`src/rtl/sent_tx_pkg.sv`:
```
package sent_tx_pkg;

  localparam int NIB_W = 4;

  typedef logic [NIB_W-1:0] nib_t;

  typedef enum logic [1:0] {
    SEG_CAL   = 2'd0,
    SEG_VALUE = 2'd1,
    SEG_CLOSE = 2'd2
  } seg_kind_e;

  // Shift one nibble, MSB first, through a 4-bit CRC register.
  // poly_low holds the generator without its x^4 term.
  function automatic nib_t crc4_shift(input nib_t crc, input nib_t nib, input nib_t poly_low);
    nib_t r;
    logic fb;
    r = crc;
    for (int b = NIB_W - 1; b >= 0; b--) begin
      fb = r[NIB_W-1];
      r  = {r[NIB_W-2:0], nib[b]};
      if (fb) r = r ^ poly_low;
    end
    return r;
  endfunction

  // Interval length in ticks for a nibble value.
  function automatic int unsigned value_ticks(input nib_t v, input int unsigned offset);
    return offset + int'(v);
  endfunction

endpackage

```
`src/rtl/sent_tx_frame_build.sv`:
```
module sent_tx_frame_build
  import sent_tx_pkg::*;
#(
  parameter int   WORD_W    = 12,
  parameter int   NUM_WORDS = 2,
  parameter nib_t CRC_SEED  = 4'h5,
  parameter nib_t CRC_POLY  = 4'hD,
  localparam int  NIB_PER_WORD = WORD_W / NIB_W,
  localparam int  DATA_NIB     = NUM_WORDS * NIB_PER_WORD,
  localparam int  FRAME_NIB    = DATA_NIB + 2
) (
  input  nib_t                          status_i,
  input  logic [NUM_WORDS*WORD_W-1:0]   words_i,
  input  logic                          raw_en_i,
  input  logic [FRAME_NIB*NIB_W-1:0]    raw_i,
  output logic [FRAME_NIB*NIB_W-1:0]    frame_o
);

  nib_t                       data_nib [DATA_NIB];
  nib_t                       crc_val;
  logic [FRAME_NIB*NIB_W-1:0] formatted;

  // Split each word, most significant nibble first.
  for (genvar w = 0; w < NUM_WORDS; w++) begin : g_word
    for (genvar n = 0; n < NIB_PER_WORD; n++) begin : g_nib
      assign data_nib[w*NIB_PER_WORD + n] =
        words_i[w*WORD_W + (NIB_PER_WORD-1-n)*NIB_W +: NIB_W];
    end
  end

  always_comb begin
    crc_val = CRC_SEED;
    for (int i = 0; i < DATA_NIB; i++) begin
      crc_val = crc4_shift(crc_val, data_nib[i], CRC_POLY);
    end
    crc_val = crc4_shift(crc_val, '0, CRC_POLY);
  end

  always_comb begin
    formatted = '0;
    formatted[0 +: NIB_W] = status_i;
    for (int i = 0; i < DATA_NIB; i++) begin
      formatted[(i+1)*NIB_W +: NIB_W] = data_nib[i];
    end
    formatted[(FRAME_NIB-1)*NIB_W +: NIB_W] = crc_val;
  end

  assign frame_o = raw_en_i ? raw_i : formatted;

endmodule

```
`src/rtl/sent_tx_timer.sv`:
```
module sent_tx_timer
  import sent_tx_pkg::*;
#(
  parameter int  LOW_TICKS  = 5,
  parameter int  SYNC_TICKS = 56,
  parameter int  NIB_OFFSET = 12,
  parameter int  FRAME_NIB  = 8,
  localparam int MAX_VAL_LEN = NIB_OFFSET + (1 << NIB_W) - 1,
  localparam int MAX_LEN     = (SYNC_TICKS > MAX_VAL_LEN) ? SYNC_TICKS : MAX_VAL_LEN,
  localparam int CNT_W       = $clog2(MAX_LEN + 1),
  localparam int SEG_W       = $clog2(FRAME_NIB + 2)
) (
  input  logic             clk_i,
  input  logic             rst_ni,
  input  logic             tick_i,
  input  logic             accept_i,
  input  nib_t             cur_nib_i,
  output logic             busy_o,
  output logic [SEG_W-1:0] seg_o,
  output logic [CNT_W-1:0] pos_o,
  output logic             seg_end_o,
  output seg_kind_e        kind_o
);

  localparam logic [SEG_W-1:0] SEG_LAST = SEG_W'(FRAME_NIB + 1);

  logic [CNT_W-1:0] seg_len;

  always_comb begin
    if (seg_o == '0)           kind_o = SEG_CAL;
    else if (seg_o == SEG_LAST) kind_o = SEG_CLOSE;
    else                        kind_o = SEG_VALUE;
  end

  always_comb begin
    case (kind_o)
      SEG_CAL:   seg_len = CNT_W'(SYNC_TICKS);
      SEG_CLOSE: seg_len = CNT_W'(LOW_TICKS);
      default:   seg_len = CNT_W'(value_ticks(cur_nib_i, NIB_OFFSET));
    endcase
  end

  assign seg_end_o = (pos_o == seg_len - 1'b1);

  always_ff @(posedge clk_i or negedge rst_ni) begin
    if (!rst_ni) begin
      busy_o <= 1'b0;
      seg_o  <= '0;
      pos_o  <= '0;
    end else if (accept_i && !busy_o) begin
      busy_o <= 1'b1;
      seg_o  <= '0;
      pos_o  <= '0;
    end else if (busy_o && tick_i) begin
      if (seg_end_o) begin
        pos_o <= '0;
        if (kind_o == SEG_CLOSE) begin
          busy_o <= 1'b0;
          seg_o  <= '0;
        end else begin
          seg_o <= seg_o + 1'b1;
        end
      end else begin
        pos_o <= pos_o + 1'b1;
      end
    end
  end

  p_hold_no_tick_r10: assert property (@(posedge clk_i) disable iff (!rst_ni)
    (busy_o && !tick_i) |=> ($stable(pos_o) && $stable(seg_o)));

  p_accept_zero_r8: assert property (@(posedge clk_i) disable iff (!rst_ni)
    (accept_i && !busy_o) |=> (busy_o && seg_o == '0 && pos_o == '0));

  p_seg_step_r4: assert property (@(posedge clk_i) disable iff (!rst_ni)
    (busy_o && tick_i && seg_end_o && kind_o != SEG_CLOSE) |=>
      (busy_o && pos_o == '0 && seg_o == $past(seg_o) + 1'b1));

  p_pos_in_range_r3: assert property (@(posedge clk_i) disable iff (!rst_ni)
    busy_o |-> (pos_o < seg_len));

endmodule

```
`src/rtl/sent_tx_shaper.sv`:
```
module sent_tx_shaper #(
  parameter int LOW_TICKS = 5,
  parameter int CNT_W     = 6
) (
  input  logic             busy_i,
  input  logic [CNT_W-1:0] pos_i,
  output logic             line_o
);

  // Every interval opens with a fixed low portion; the rest is high.
  always_comb begin
    line_o = !(busy_i && (pos_i < CNT_W'(LOW_TICKS)));
  end

endmodule

```
`src/rtl/sent_tx.sv`:
```
module sent_tx
  import sent_tx_pkg::*;
#(
  parameter int   WORD_W     = 12,
  parameter int   LOW_TICKS  = 5,
  parameter int   SYNC_TICKS = 56,
  parameter int   NIB_OFFSET = 12,
  parameter nib_t CRC_SEED   = 4'h5,
  parameter nib_t CRC_POLY   = 4'hD,
  localparam int  NUM_WORDS  = 2,
  localparam int  FRAME_NIB  = NUM_WORDS * (WORD_W / NIB_W) + 2
) (
  input  logic                       clk_i,
  input  logic                       rst_ni,
  input  logic                       tick_i,
  input  logic                       start_i,
  input  logic [NIB_W-1:0]           status_i,
  input  logic [WORD_W-1:0]          data_a_i,
  input  logic [WORD_W-1:0]          data_b_i,
  input  logic                       raw_en_i,
  input  logic [FRAME_NIB*NIB_W-1:0] raw_nibs_i,
  output logic                       line_o,
  output logic                       busy_o
);

  localparam int MAX_VAL_LEN = NIB_OFFSET + (1 << NIB_W) - 1;
  localparam int MAX_LEN     = (SYNC_TICKS > MAX_VAL_LEN) ? SYNC_TICKS : MAX_VAL_LEN;
  localparam int CNT_W       = $clog2(MAX_LEN + 1);
  localparam int SEG_W       = $clog2(FRAME_NIB + 2);

  logic [FRAME_NIB*NIB_W-1:0] frame_next;
  logic [FRAME_NIB*NIB_W-1:0] frame_q;
  logic                       accept;
  nib_t                       cur_nib;
  logic [SEG_W-1:0]           seg;
  logic [CNT_W-1:0]           pos;
  logic                       seg_end;
  seg_kind_e                  kind;

  assign accept = start_i && !busy_o;

  sent_tx_frame_build #(
    .WORD_W   (WORD_W),
    .NUM_WORDS(NUM_WORDS),
    .CRC_SEED (CRC_SEED),
    .CRC_POLY (CRC_POLY)
  ) u_build (
    .status_i(status_i),
    .words_i ({data_b_i, data_a_i}),
    .raw_en_i(raw_en_i),
    .raw_i   (raw_nibs_i),
    .frame_o (frame_next)
  );

  always_ff @(posedge clk_i or negedge rst_ni) begin
    if (!rst_ni)     frame_q <= '0;
    else if (accept) frame_q <= frame_next;
  end

  // Segment k+1 carries frame nibble k.
  always_comb begin
    cur_nib = '0;
    for (int k = 0; k < FRAME_NIB; k++) begin
      if (seg == SEG_W'(k + 1)) cur_nib = frame_q[k*NIB_W +: NIB_W];
    end
  end

  sent_tx_timer #(
    .LOW_TICKS (LOW_TICKS),
    .SYNC_TICKS(SYNC_TICKS),
    .NIB_OFFSET(NIB_OFFSET),
    .FRAME_NIB (FRAME_NIB)
  ) u_timer (
    .clk_i    (clk_i),
    .rst_ni   (rst_ni),
    .tick_i   (tick_i),
    .accept_i (accept),
    .cur_nib_i(cur_nib),
    .busy_o   (busy_o),
    .seg_o    (seg),
    .pos_o    (pos),
    .seg_end_o(seg_end),
    .kind_o   (kind)
  );

  sent_tx_shaper #(
    .LOW_TICKS(LOW_TICKS),
    .CNT_W    (CNT_W)
  ) u_shaper (
    .busy_i(busy_o),
    .pos_i (pos),
    .line_o(line_o)
  );

  p_frame_hold_r9: assert property (@(posedge clk_i) disable iff (!rst_ni)
    busy_o |=> (!busy_o || $stable(frame_q)));

  p_quiet_without_tick_r10: assert property (@(posedge clk_i) disable iff (!rst_ni)
    (busy_o && !tick_i) |=> $stable(line_o));

  p_accept_low_r8: assert property (@(posedge clk_i) disable iff (!rst_ni)
    accept |=> (busy_o && !line_o));

  p_release_high_r7: assert property (@(posedge clk_i) disable iff (!rst_ni)
    $fell(busy_o) |-> line_o);

  p_close_end_r7: assert property (@(posedge clk_i) disable iff (!rst_ni)
    (busy_o && tick_i && seg_end && kind == SEG_CLOSE) |=> (!busy_o && line_o));

endmodule

```
`config.mk`:
```
export PLATFORM = sky130hd
export DESIGN_NAME = sent_tx
export DESIGN_NICKNAME = d
export VERILOG_FILES = /design/src/rtl/sent_tx_pkg.sv /design/src/rtl/sent_tx_frame_build.sv /design/src/rtl/sent_tx_timer.sv /design/src/rtl/sent_tx_shaper.sv /design/src/rtl/sent_tx.sv
export SDC_FILE = /design/constraint.sdc
export NUM_CORES = 1
export LEC_CHECK = 0
export BUFFER_PORTS_ARGS = -buffer_cell sky130_fd_sc_hd__buf_2
export CAP_MARGIN = 10
export CORE_MARGIN = 5
export CORE_UTILIZATION = 59
export DETAILED_ROUTE_END_ITERATION = 8
export PLACE_DENSITY_LB_ADDON = 0.25
export SYNTH_ARGS = -nofsm -noshare
export SYNTH_HDL_FRONTEND = slang
export SYNTH_SLANG_ARGS = --single-unit
```
`constraint.sdc`:
```
create_clock -name clk_i -period 8.4 [get_ports clk_i]
set_input_delay 1.68 -clock clk_i [delete_from_list [all_inputs] [get_ports clk_i]]
set_output_delay 1.68 -clock clk_i [all_outputs]
set_load 0.01 [all_outputs]
```
* After elaboration in Yosys (flattened, before gate mapping)
Cells that the tools add are included.
** Word-level totals
- Logic and storage cells :: 109
- Register bits after elaboration :: 43
- Output and inout bits :: 2
- Input port bits :: 65
** Operators by class
- Add/subtract/negate cells :: 4
- Muxes and demuxes :: 49
- Bitwise gates (word level) :: 27
- Reductions and logical operators :: 13
- Magnitude comparators :: 1
- Eq/ne operators :: 11
** Operator list (count)
- 4-bit two-way mux :: 38
- 3-bit inverter :: 26
- 32-bit two-way mux :: 1
- 6-bit two-way mux :: 3
- 4-bit by 3-bit == test with 1-bit output, second input constant :: 4
- 6-bit case mux with 2 select lines :: 1
- 4-bit by 2-bit == test with 1-bit output, second input constant :: 2
- 4-bit == test, second input constant :: 2
- 6-bit by 1-bit adder with 6-bit output, second input constant :: 1
- 6-bit == test :: 1
- 6-bit by 3-bit < comparator with 1-bit output, second input constant :: 1
- 2-bit nonzero test :: 3
- 6-bit by 1-bit subtractor with 6-bit output, second input constant :: 1
- 4-bit by 4-bit adder with 5-bit output, first input constant :: 1
- 4-bit by 1-bit adder with 4-bit output, second input constant :: 1
- 4-bit by 1-bit == test with 1-bit output, second input constant :: 1
- 1-bit logical AND :: 4
- 4-bit zero test :: 1
- 1-bit two-way mux :: 4
- 2-bit two-way mux :: 2
- 2-bit inverter with 3-bit output :: 1
- 3-bit AND reduction :: 1
- 2-bit == test, second input constant :: 1
- 1-bit zero test :: 2
- other kinds (2) :: 2

* Depth between registers and ports, before layout
- Depth in word-level cells :: 54
- Depth in mapped cells :: 19
- Mapped depth without buffers :: 18

* Hierarchy
A second synthesis with hierarchy kept.
** Second synthesis, totals
- Cells, all modules :: 294
- Area total of the unflattened synthesis :: 3249.4 um^2
** By module, submodules not included
- sent_tx :: sequential area each 800.8 um^2, cells an instance 123, area an instance 1606.5 um^2, times used 1
- sent_tx_timer :: sequential area each 275.3 um^2, cells an instance 109, area an instance 930.9 um^2, times used 1
- sent_tx_frame_build :: sequential area each 0.0 um^2, cells an instance 59, area an instance 688.2 um^2, times used 1
- sent_tx_shaper :: sequential area each 0.0 um^2, cells an instance 3, area an instance 23.8 um^2, times used 1

* Least setup slack after synthesis
No wires, ideal clock.
- Path type :: reg-to-reg
- Start point :: reg u_timer.seg_o[0]
- End point :: reg u_timer.seg_o[3]
- Data arrival time :: 3618 ps
- Period minus slack after synthesis :: 3728 ps
- Path buffers :: 1
- Required time :: 8290 ps
- Setup time :: 110 ps
- Slack :: 4672 ps
- Stages on the path, launching flop included :: 19
- Cell sequence :: dfrtp_1 -> inv_1 -> ha_1 -> buf_4 -> o211ai_1 -> o211ai_1 -> a21oi_1 -> nand2b_1 -> a21o_1 -> a31oi_1 -> a221oi_1 -> ha_1 -> a21oi_2 -> or3_1 -> a221oi_2 -> a2bb2oi_2 -> and2_4 -> or3_1 -> o41ai_1
** On the way
- Longest elaborated chain between the ends :: 15
- Elaborated cells between the ends (all ways) :: 33
- Those cells by class :: 3 x add/sub; 11 x eq/ne; 15 x mux; 4 x reduce/logical
** Ends and longest elaborated chain
- from (decl) :: line sent_tx_timer.sv:19 : output logic [SEG_W-1:0] seg_o,
- from (signal assigned) :: line sent_tx_timer.sv:61 : seg_o <= seg_o + 1'b1;
- 4-bit by 1-bit == test with 1-bit output :: line sent_tx.sv:64 : if (seg == SEG_W'(k + 1)) cur_nib = frame_q[k*NIB_W +: NIB_W];
- 4-bit two-way mux (8 in series) :: line sent_tx.sv:64
- 4-bit by 4-bit adder with 5-bit output :: line sent_tx_pkg.sv:29 : return offset + int'(v);
- 6-bit case mux with 2 select lines :: line sent_tx_timer.sv:36 : case (kind_o)
- 6-bit by 1-bit subtractor with 6-bit output :: line sent_tx_timer.sv:43 : assign seg_end_o = (pos_o == seg_len - 1'b1);
- 6-bit == test :: line sent_tx_timer.sv:43
- 2-bit nonzero test (no line)
- 2-bit AND reduction (no line)
Several ways; a longest one is shown, not always the timed one. The select of a mux whose other input is x is not followed.
A chain may end at the register's enable or synchronous reset.

* Worst setup path after layout
- Start point :: reg u_timer.seg_o[1]
- End point :: reg u_timer.seg_o[3]
Same word-level chain as after synthesis.

==> run_results.csv <==
group,metric,value,unit
cts,post-cts-setup-buffers,0,
synthesis,synth_area,3090,µm²
global_route,grt_first_pass_wirelength,12400,µm
sta,tightest_slew,1010,ps
hold_path,hold_path_class,"reg2reg",
worst_setup_path,arrival,4380,ps
finish,syn2layout_area_growth,13.5,%
worst_setup_path,cp_cell_sequence,"inv_1 > ha_1 > nand2_1 > o211ai_1 > o211ai_1 > a21oi_1 > nand2b_1 > a21o_1 > a31oi_1 > a221oi_1 > ha_1 > a21oi_2 > or3_1 > a221oi_2 > a2bb2oi_2 > and2_4 > or3_1 > o41ai_1",
die,std_cell_rows,26,
die,core,5110,µm²
sta,max_slew_margin,32.8,%
cts,cts_buffers,5,
power,p_seq_share,34.5,%
worst_setup_path,cp.required,8590,ps
cts,clkSlewWorstSetupHoldPaths,80,ps
detailed_routing,finalWirelength,7380,µm
worst_setup_path,slowest_delay,470,ps
finish,fin_nets,474,
detailed_routing,wl_per_cell,15.7,µm
synthesis,yosys.area_share.adder,3.24,%
synthesis,synth_mux_area_share,9.40,%
synthesis,yosys.area.top_type,"dfrtp_1",
cts,cts_hold_buf,0,
cts,htreeDepth,2,
worst_setup_path,cp_max_fo,15,
synthesis,syn_nets,421,
sta,final-setup-viol-count,0,
place,port_buffers,66,
sta,slew_viol_final,0,
detailed_routing,drcViolationCount,0,
detailed_routing,dr.pass1.iters,4,
power,comb_power_share,46.2,%
power,power_density,235,nW/µm²
synthesis,async_flop_share,100,%
synthesis,synthTopCellsByCount,"nand2_1 (57), dfrtp_1 (43), o21ai_0 (39)",
detailed_routing,antenna_left,0,
power,p_int,0.498,mW
synthesis,netlist-cell-type-count,58,
sta,max_freq,0.239,GHz
finish,drive_gt1_share,22.4,%
worst_setup_path,path_class,"reg2reg",
worst_setup_path,r2r-start,"u_timer.seg_o[1]",
place,place_hpwl,5700,µm
place,placedCellCount,464,
power,power.switching,0.326,mW
global_route,grt_usage,23.8,%
sta,skew,2.23,ps
power,p_clk_share,19.4,%
cts,clk_path_buf_depth,2,
sta,hold-worst-slack,488,ps
cts,cts_tree,"yes",
synthesis,synth.most_common_cell,"nand2_1",
die,io_pins,67,
worst_setup_path,startpoint,"u_timer.seg_o[1]",
outcome,status,"finished clean",
cts,clk_latency,290,ps
run,cap_violations,0,
cts,clock-sinks,43,
finish,utilization,68.7,%
synthesis,synth_top_family_by_area,"compound AO/OA/AOI/OAI gates",
global_route,grt_remaining_overflow,0,
sta,post-route-period-util,49.8,%
sta,hold_viol,0,
place,place_ws,4280,ps
power,cellLeakagePower,1.58,nW
global_route,grt_pass1_vias,2665,
detailed_routing,drt_iter0_drc,129,
worst_setup_path,cpMaxStageDelayCell,"ha_1",
die,die_area,6780,µm²
power,irDropWorstVdd,0.110,mV
synthesis,avgSynthCellArea,8.88,µm²
synthesis,netlist.area_leader.share,34.8,%
die,die_w,82.4,µm
sta,setup_slack,4210,ps
synthesis,yosys_warnings,0,
place,routabilityCongestion,0.928,
cts,postCtsResizedCells,0,
sta,rsz0062_at_grt,"false",
sta,period_minus_slack,4190,ps
die,die_y,82.4,µm
cts,cts-root-buf,"clkbuf_8",
detailed_routing,via_per_inst,5.79,
synthesis,synth_edf_count,0,
synthesis,yosysSeqAreaShare,34.8,%
finish,diodes,0,
power,p_sw_share,39.5,%
sta,fin_tns_setup,0,ps
worst_setup_path,start_kind,"register",
finish,fin_cells,471,
worst_setup_path,crit_path_end_kind,"register",
global_route,grt_max_degree,66,
synthesis,synthFlopType,"dfrtp_1",
synthesis,synthXorXnorAreaFrac,9.92,%
synthesis,yosys.area_share.simple,17.7,%
synthesis,synth_compound_area_share,20.3,%
synthesis,synth-seq-cells,43,
detailed_routing,vias,2727,
global_route,antenna_found_initial,0,
die,start_util,60.5,%
hold_path,hp-start,"frame_q[24]",
synthesis,postSynthCellCount,348,
synthesis,yosys-top-cells-area,"dfrtp_1 (35%), mux2i_1 (9.4%), xnor2_1 (8.5%)",
## final cells by class
cell class	count	area, µm²
inverter	9	33.8
fill	418	1600
clock buffer	5	68.8
timing repair buffer	66	330
multi-input combinational	276	1870
clock inverter	2	37.5
tap	70	87.6
sequential	43	1080
## kinds of logic after synthesis
logic type,after synthesis
AO/OA/AOI/OAI,91
AND/OR/NAND/NOR,113
multiplexers,29
buffers and inverters,29
adder cells (fa/ha/maj),8
flip-flops,43
XOR/XNOR,35
## final timing paths
path | endpoint | slack (ps) | cells after the start
max | u_timer.seg_o[3] | 4210 | 18
min | frame_q[24] | 490 | 2
max reg2reg | u_timer.seg_o[3] | 4210 | 18
min reg2reg | frame_q[24] | 490 | 2
max in group asynchronous | frame_q[1] | 6270 | 1
min in group asynchronous | u_timer.pos_o[2] | 1520 | 1
## power by group through the flow
stage | Clock, mW | Sequential (mW) | Combinational [mW]
floorplan | 0 | 0.268 | 0.312
global placement | 0 | 0.285 | 0.366
detailed placement | 0 | 0.287 | 0.377
CTS | 0.161 | 0.283 | 0.379
global route | 0.170 | 0.289 | 0.427
finish | 0.159 | 0.284 | 0.380
## flip-flops by register name, indices dropped and copies added, names as in the netlist
signal          cells
u_timer.seg_o       4
u_timer.busy_o      1
u_timer.pos_o       6
frame_q            32
## stage by stage
step,area (µm²),power (mW)
3_5_place_dp,3400,0.663
5_1_grt,3510,0.885
2_1_floorplan,3090,0.580
4_1_cts,3510,0.822
6_report,3510,0.823
3_3_place_gp,3400,0.651
## worst max-delay path, delay by kind of cell, from the launching register on
family / cells / cell delay [ps]
buffers and inverters: 1 / 110
adders and majority gates: 2 / 810
AOI/OAI and AO/OA: 10 / 1590
and+or+nand+nor: 5 / 1140
DFF: 1 / 430
## layout by cell type (no fill, tap or decap), drive strengths merged, types with 5 or more instances in the layout
cell,instances
nor3,8
nor2b,5
o211ai,6
nor2,11
xnor2,30
dfrtp,43
ha,8
nand3,9
buf,66
clkbuf,5
nand2b,9
a21oi,13
nand2,57
o21ai,41
xor2,5
mux2i,29
inv,9
## metal layers
layer | routed length [µm] | up-vias | GRT usage, %
met1 | 3220 | 1283 | 30.7
met3 | 442 | 18 | 4.12
met4 | 214 | 0 | 9.80
met2 | 3510 | 91 | 39.3
met5 | 0 | - | 0
li1 | - | 1335 | -
Note: power is estimated with default switching activity, not from simulation.
